--- src/rtl/cpwr_pkg.sv ---
package cpwr_pkg;

    localparam int VCTL_W = 8;
    localparam int PCTL_W = 9;
    localparam int STEP_W = 3;
    localparam int N_PCTL_WRITES = 6;

    // Power-control bit positions (decoded by the core power logic)
    localparam int B_PLL_CLAMP = 8;
    localparam int B_PWRD_UP   = 7;
    localparam int B_POR       = 5;
    localparam int B_CORE_RST  = 4;
    localparam int B_L2_SLEEP  = 3;
    localparam int B_CLAMP     = 0;

    localparam logic [VCTL_W-1:0] RAIL_ON_CODE = 8'hA4;

    // Settle times in nanoseconds
    localparam longint unsigned T_RAIL_NS  = 512_000;
    localparam longint unsigned T_TAG_NS   = 300;
    localparam longint unsigned T_POR_NS   = 2_000;
    localparam longint unsigned T_UNCLP_NS = 2_000;
    localparam longint unsigned T_REL_NS   = 100_000;

    typedef enum logic {
        PH_IDLE,
        PH_WAIT
    } phase_e;

    function automatic longint unsigned ns_to_cycles(longint unsigned ns,
                                                     longint unsigned hz);
        longint unsigned c;
        c = (ns * hz + 64'd999_999_999) / 64'd1_000_000_000;
        return (c == 0) ? 64'd1 : c;
    endfunction

    typedef struct packed {
        phase_e              phase;
        logic [STEP_W-1:0]   step;
        logic                vctl_we;
        logic [VCTL_W-1:0]   vctl_data;
        logic                pctl_we;
        logic [PCTL_W-1:0]   pctl_data;
        logic                busy;
        logic                done;
    } seq_state_t;

endpackage

--- src/rtl/cpwr_wait_timer.sv ---
module cpwr_wait_timer #(
    parameter int CNT_W = 12
) (
    input  logic             clk,
    input  logic             rst,
    input  logic             load,
    input  logic [CNT_W-1:0] load_val,
    output logic             expired
);

    logic [CNT_W-1:0] cnt_d, cnt_q;

    always_comb begin
        cnt_d = cnt_q;
        if (load) begin
            cnt_d = load_val;
        end else if (cnt_q != '0) begin
            cnt_d = cnt_q - 1'b1;
        end
    end

    always_ff @(posedge clk) begin
        if (rst) begin
            cnt_q <= '0;
        end else begin
            cnt_q <= cnt_d;
        end
    end

    assign expired = (cnt_q == '0);

endmodule

--- src/rtl/cpwr_step_table.sv ---
module cpwr_step_table
    import cpwr_pkg::*;
#(
    parameter longint unsigned CLK_HZ = 200_000_000,
    parameter int              CNT_W  = 17
) (
    input  logic [STEP_W-1:0] idx,
    output logic [PCTL_W-1:0] pctl_val,
    output logic [CNT_W-1:0]  wait_m1,
    output logic              last,
    output logic [CNT_W-1:0]  rail_m1
);

    localparam longint unsigned C_RAIL  = ns_to_cycles(T_RAIL_NS, CLK_HZ);
    localparam longint unsigned C_TAG   = ns_to_cycles(T_TAG_NS, CLK_HZ);
    localparam longint unsigned C_POR   = ns_to_cycles(T_POR_NS, CLK_HZ);
    localparam longint unsigned C_UNCLP = ns_to_cycles(T_UNCLP_NS, CLK_HZ);
    localparam longint unsigned C_REL   = ns_to_cycles(T_REL_NS, CLK_HZ);

    localparam logic [PCTL_W-1:0] V_ALL_CLAMP =
        PCTL_W'((1 << B_PLL_CLAMP) | (1 << B_L2_SLEEP) | (1 << B_CLAMP));
    localparam logic [PCTL_W-1:0] V_TAG_AWAKE = V_ALL_CLAMP & ~PCTL_W'(1 << B_L2_SLEEP);
    localparam logic [PCTL_W-1:0] V_POR_ON    = V_TAG_AWAKE | PCTL_W'(1 << B_POR);
    localparam logic [PCTL_W-1:0] V_UNCLAMP   = V_POR_ON & ~PCTL_W'(1 << B_CLAMP);
    localparam logic [PCTL_W-1:0] V_POR_OFF   = V_UNCLAMP & ~PCTL_W'(1 << B_POR);
    localparam logic [PCTL_W-1:0] V_PWRD      = V_POR_OFF | PCTL_W'(1 << B_PWRD_UP);

    assign rail_m1 = CNT_W'(C_RAIL - 1);

    always_comb begin
        pctl_val = '0;
        wait_m1  = '0;
        last     = 1'b0;
        case (idx)
            3'd1: begin pctl_val = V_ALL_CLAMP; wait_m1 = '0;                  end
            3'd2: begin pctl_val = V_TAG_AWAKE; wait_m1 = CNT_W'(C_TAG - 1);   end
            3'd3: begin pctl_val = V_POR_ON;    wait_m1 = CNT_W'(C_POR - 1);   end
            3'd4: begin pctl_val = V_UNCLAMP;   wait_m1 = CNT_W'(C_UNCLP - 1); end
            3'd5: begin pctl_val = V_POR_OFF;   wait_m1 = CNT_W'(C_REL - 1);   end
            3'd6: begin pctl_val = V_PWRD;      last = 1'b1;                   end
            default: begin end
        endcase
    end

endmodule

--- src/rtl/core_pwrup_seq.sv ---
module core_pwrup_seq
    import cpwr_pkg::*;
#(
    parameter longint unsigned CLK_HZ = 200_000_000
) (
    input  logic              clk,
    input  logic              rst,
    input  logic              start,
    output logic              vctl_we,
    output logic [VCTL_W-1:0] vctl_data,
    output logic              pctl_we,
    output logic [PCTL_W-1:0] pctl_data,
    output logic              busy,
    output logic              done
);

    // The rail wait is the longest; size the counter from it.
    localparam longint unsigned RAIL_CYC = ns_to_cycles(T_RAIL_NS, CLK_HZ);
    localparam int CNT_W = (RAIL_CYC > 2) ? $clog2(RAIL_CYC) : 1;

    seq_state_t s_d, s_q;

    logic             tmr_load;
    logic [CNT_W-1:0] tmr_val;
    logic             tmr_expired;
    logic [PCTL_W-1:0] tbl_val;
    logic [CNT_W-1:0] tbl_wait_m1;
    logic [CNT_W-1:0] tbl_rail_m1;
    logic             tbl_last;

    cpwr_step_table #(
        .CLK_HZ (CLK_HZ),
        .CNT_W  (CNT_W)
    ) u_table (
        .idx      (s_q.step),
        .pctl_val (tbl_val),
        .wait_m1  (tbl_wait_m1),
        .last     (tbl_last),
        .rail_m1  (tbl_rail_m1)
    );

    cpwr_wait_timer #(
        .CNT_W (CNT_W)
    ) u_timer (
        .clk      (clk),
        .rst      (rst),
        .load     (tmr_load),
        .load_val (tmr_val),
        .expired  (tmr_expired)
    );

    always_comb begin
        s_d         = s_q;
        s_d.vctl_we = 1'b0;
        s_d.pctl_we = 1'b0;
        s_d.done    = 1'b0;
        tmr_load    = 1'b0;
        tmr_val     = '0;
        case (s_q.phase)
            PH_IDLE: begin
                if (start) begin
                    s_d.vctl_we   = 1'b1;
                    s_d.vctl_data = RAIL_ON_CODE;
                    s_d.busy      = 1'b1;
                    s_d.step      = STEP_W'(1);
                    s_d.phase     = PH_WAIT;
                    tmr_load      = 1'b1;
                    tmr_val       = tbl_rail_m1;
                end
            end
            PH_WAIT: begin
                if (tmr_expired) begin
                    s_d.pctl_we   = 1'b1;
                    s_d.pctl_data = tbl_val;
                    if (tbl_last) begin
                        s_d.done  = 1'b1;
                        s_d.busy  = 1'b0;
                        s_d.step  = '0;
                        s_d.phase = PH_IDLE;
                    end else begin
                        s_d.step  = s_q.step + 1'b1;
                        tmr_load  = 1'b1;
                        tmr_val   = tbl_wait_m1;
                    end
                end
            end
            default: s_d.phase = PH_IDLE;
        endcase
    end

    always_ff @(posedge clk) begin
        if (rst) begin
            s_q <= '{phase: PH_IDLE, step: '0, vctl_we: 1'b0, vctl_data: '0,
                     pctl_we: 1'b0, pctl_data: '0, busy: 1'b0, done: 1'b0};
        end else begin
            s_q <= s_d;
        end
    end

    assign vctl_we   = s_q.vctl_we;
    assign vctl_data = s_q.vctl_data;
    assign pctl_we   = s_q.pctl_we;
    assign pctl_data = s_q.pctl_data;
    assign busy      = s_q.busy;
    assign done      = s_q.done;

endmodule

--- config.mk ---
export PLATFORM = sky130hd
export DESIGN_NAME = core_pwrup_seq
export DESIGN_NICKNAME = d
export VERILOG_FILES = /design/src/rtl/cpwr_pkg.sv /design/src/rtl/cpwr_wait_timer.sv /design/src/rtl/cpwr_step_table.sv /design/src/rtl/core_pwrup_seq.sv
export SDC_FILE = /design/constraint.sdc
export NUM_CORES = 1
export LEC_CHECK = 0
export BUFFER_PORTS_ARGS = -buffer_cell sky130_fd_sc_hd__buf_4
export CAP_MARGIN = 10
export CORE_MARGIN = 4
export CORE_UTILIZATION = 51
export DETAILED_ROUTE_END_ITERATION = 10
export GPL_TIMING_DRIVEN = 0
export PLACE_DENSITY = 0.75
export SETUP_SLACK_MARGIN = 0.1
export SYNTH_ARGS = -nofsm -noshare
export SYNTH_HDL_FRONTEND = slang
export SYNTH_SLANG_ARGS = --single-unit
export TNS_END_PERCENT = 10
--- constraint.sdc ---
create_clock -name clk -period 1.7 [get_ports clk]
set_input_delay 0.425 -clock clk [delete_from_list [all_inputs] [get_ports clk]]
set_output_delay 0.425 -clock clk [all_outputs]
set_load 0.02 [all_outputs]
==> run summary <==
Worst-Skew Late Latency: 0.35 ns
Hold Path Class: in -> reg
first-pass GRT wire length: 7.51 mm
Post-Place Cell Area: 2040 um^2
Place WS: -0.354 ns
Critical Path Sink: s_q[23]$_SDFFE_PP0P_
min Tclk post-route: 1.85 ns
CTS tree: yes
Cells after Synth: 213
Relative slew margins: 0.658
Longest Clk Path Bufs: 2
crit end category: flip-flop
critical path fanouts, max: 8
final WL: 5.10 mm
Crit path required time: 1.98 ns
die area: 4570 um^2
Placed Cells: 280
Cell Area, Synth: 1810 um^2
syn_area_per_cell: 8.51 um^2
Post-DRT Antenna Nets: 0
Clock Skew: 0.0140 ns
Synth cell types: 47
clk sinks: 31
Clock Pin Slew Worst Setup and Hold Paths: 0.11 ns
#FFs+latches synth: 31
final worst slack: -0.150 ns
share of post-route cells with drive strength above 1: 0.463
commonest non-fill, non-tap cell in the layout: buf_4
Arrival @ worst endpoint: 2.13 ns
# diodes: 0
Highest Clock Rate: 540 MHz
status: finished with violations
routed vias/inst: 5.64
Global Route Usage Sum: 0.225
largest net degree at the start of global routing: 11
fraction of registers with async set/reset: 0
crit path cell chain: nor4_4, and4_1, buf_6, buf_4, nand3_4, or3_1, a21oi_1
CP max stage delay: 0.37 ns
io pins: 24
number of remaining DRC errors: 0
Worst R2R End: s_q[23]$_SDFFE_PP0P_
grt ovf: 0
net count reported at finish: 277
CTS Buf Count: 5
Crit-path slowest cell: dfxtp_4
CP Launch Type: flip-flop
initial antenna violation count: 0
RR Startpoint: u_timer.cnt_q[12]$_SDFFE_PP0P_
Worst Hold Margin: 0.351 ns
Detail Placement HPWL: 2.94 mm
total number of vias: 1792
setup tns final: -1.82 ns
Core ar.: 3390 um^2
vias in the first global route: 1589
starting density of the core: 0.535
final setup fails: 20
drt first pass iters: 4
Final Hold Violating Endpoints: 0
max-cap viol count: 0
drt wl/cell: 16.0 um
initial DRC count: 180
crit path from: u_timer.cnt_q[12]$_SDFFE_PP0P_
H-tree depth: 2
Layout Area Growth over Synthesis: 41.2%
Main synth FF type: dfxtp_1
post-route insts no fill: 318
worst vdd ir: 0.549 mV
period utilization: 1.09
Ys Warns: 0
Row Count: 21
worst-case reg-to-reg path depth: 7
Pleak: 1.07 nW
Power Density: 815 nW/um^2
worst-margin pin slew: 0.512 ns
root buffer cell: clkbuf_4
Setup CP Type: reg -> reg
RSZ-0062 raised after global routing: yes
GP Congestion: 0.915
Die Height: 67.6 um
CTS Hold Buffers Added: 0
fin area: 2560 um^2
max-slew violations: 0
commonest non-fill, non-tap cells in the layout: buf_4 (58), dfxtp_1 (24), a21oi_1 (16)
width of the die: 67.6 um
failing checks: setup timing
Post-synth EDFFs: 0
flop2flop setup slack: -0.15 ns
Seq/Total Area, Yosys: 0.343
port buffer count: 13
-- cell usage after synthesis (all sizes together) (2+ instances only) --
cell    number  area share
a211oi       3       0.012
a21o         2      0.0083
a21oi       23       0.064
a221oi       2      0.0097
a31oi        3       0.010
and4         2       0.010
buf         28        0.11
clkbuf       2      0.0041
dfxtp       31        0.34
ha           3       0.021
inv          5       0.010
mux2i        2       0.011
nand2       13       0.027
nand2b       3       0.010
nand3       14       0.046
nand3b       2      0.0083
nand4        6       0.021
nand4b       3       0.015
nor2        17       0.035
nor3         8       0.025
nor3b        2       0.011
nor4         5       0.050
o21ai        7       0.019
or2          2      0.0069
or3          3       0.010
xnor2        5       0.024
xor2         5       0.024
-- worst max-delay path, delay by kind of cell, from the launching register on --
| family | cells | cell delay [ns] |
|---|---|---|
| AND/OR/NAND/NOR | 4 | 1.03 |
| buffers and inverters | 2 | 0.22 |
| AO/OA/AOI/OAI | 1 | 0.14 |
| flip-flops | 1 | 0.37 |
-- repair_timing --
| item | in CTS | in global routing |
|---|---|---|
| endpoints found under the setup margin | 28 | 28 |
| pin swaps | 19 | 18 |
| gates cloned | 1 | 1 |
| gates resized for setup | 28 | 28 |
| setup buffers | 19 | 9 |
-- how the worst min path moves through the flow --
stage / startpoint / endpoint / slack, ns / depth (start not counted)
4_1_cts: start / s_q[24]$_SDFF_PP0_ / 0.36 / 3
2_1_floorplan: pctl_data[7]$_SDFFE_PP0P_ / pctl_data[7]$_SDFFE_PP0P_ / 0.43 / 2
3_3_place_gp: pctl_data[8]$_SDFFE_PP0P_ / pctl_data[8]$_SDFFE_PP0P_ / 0.44 / 2
3_5_place_dp: pctl_data[3]$_SDFFE_PP0P_ / pctl_data[3]$_SDFFE_PP0P_ / 0.45 / 2
5_1_grt: start / s_q[24]$_SDFF_PP0_ / 0.39 / 3
6_report: start / s_q[24]$_SDFF_PP0_ / 0.35 / 3
-- state kept, by name (all words and copies together), names as in the netlist --
name	flops
busy	1
done	1
s_q	4
u_timer.cnt_q	17
vctl_we	1
vctl_data	1
pctl_data	5
pctl_we	1
-- kinds of logic (layout without fill, tap and decap cells) --
group / count (synthesis) / count (layout) / synth area share
other: 1 / 9 / 0.00207
DFF: 31 / 31 / 0.343
adders and majority gates: 3 / 3 / 0.0207
buffers and inverters: 35 / 86 / 0.126
muxes: 2 / 2 / 0.0111
xor gates and xnor gates: 10 / 10 / 0.0483
and+or+nand+nor: 85 / 85 / 0.298
AOI/OAI and AO/OA: 46 / 46 / 0.151
-- routing by layer --
metal  global-route usage  vias up  wire length [um]
met4                0.129        0               122
met5                    0        -                 0
met2                0.334       77              2380
met1                0.283      844              2170
li1                     -      859                 -
met3               0.0715       12               428
-- area by class of cell --
| type | instances | area (um^2) |
|---|---|---|
| clock buffers | 8 | 68.8 |
| plain buffers | 30 | 240 |
| fillers | 225 | 831 |
| multi-input cells | 155 | 1180 |
| inverters | 5 | 18.8 |
| flip-flops and latches | 31 | 639 |
| well taps | 46 | 57.6 |
| repair buffers | 43 | 352 |
-- report_power, final --
group / internal [mW] / total [mW] / switching (mW) / leakage (nW)
combinational: 0.347 / 0.723 / 0.376 / 0.772
clock: 0.243 / 0.509 / 0.266 / 0.0386
sequential: 0.784 / 0.853 / 0.0695 / 0.258
-- metrics by stage --
step,util,total power [mW]
global placement,0.602,1.33
detailed placement,0.602,1.34
CTS,0.694,1.93
global route,0.755,2.18
floorplan,-,1.24
finish,0.755,2.09
Power figures use the tool's default switching activity.
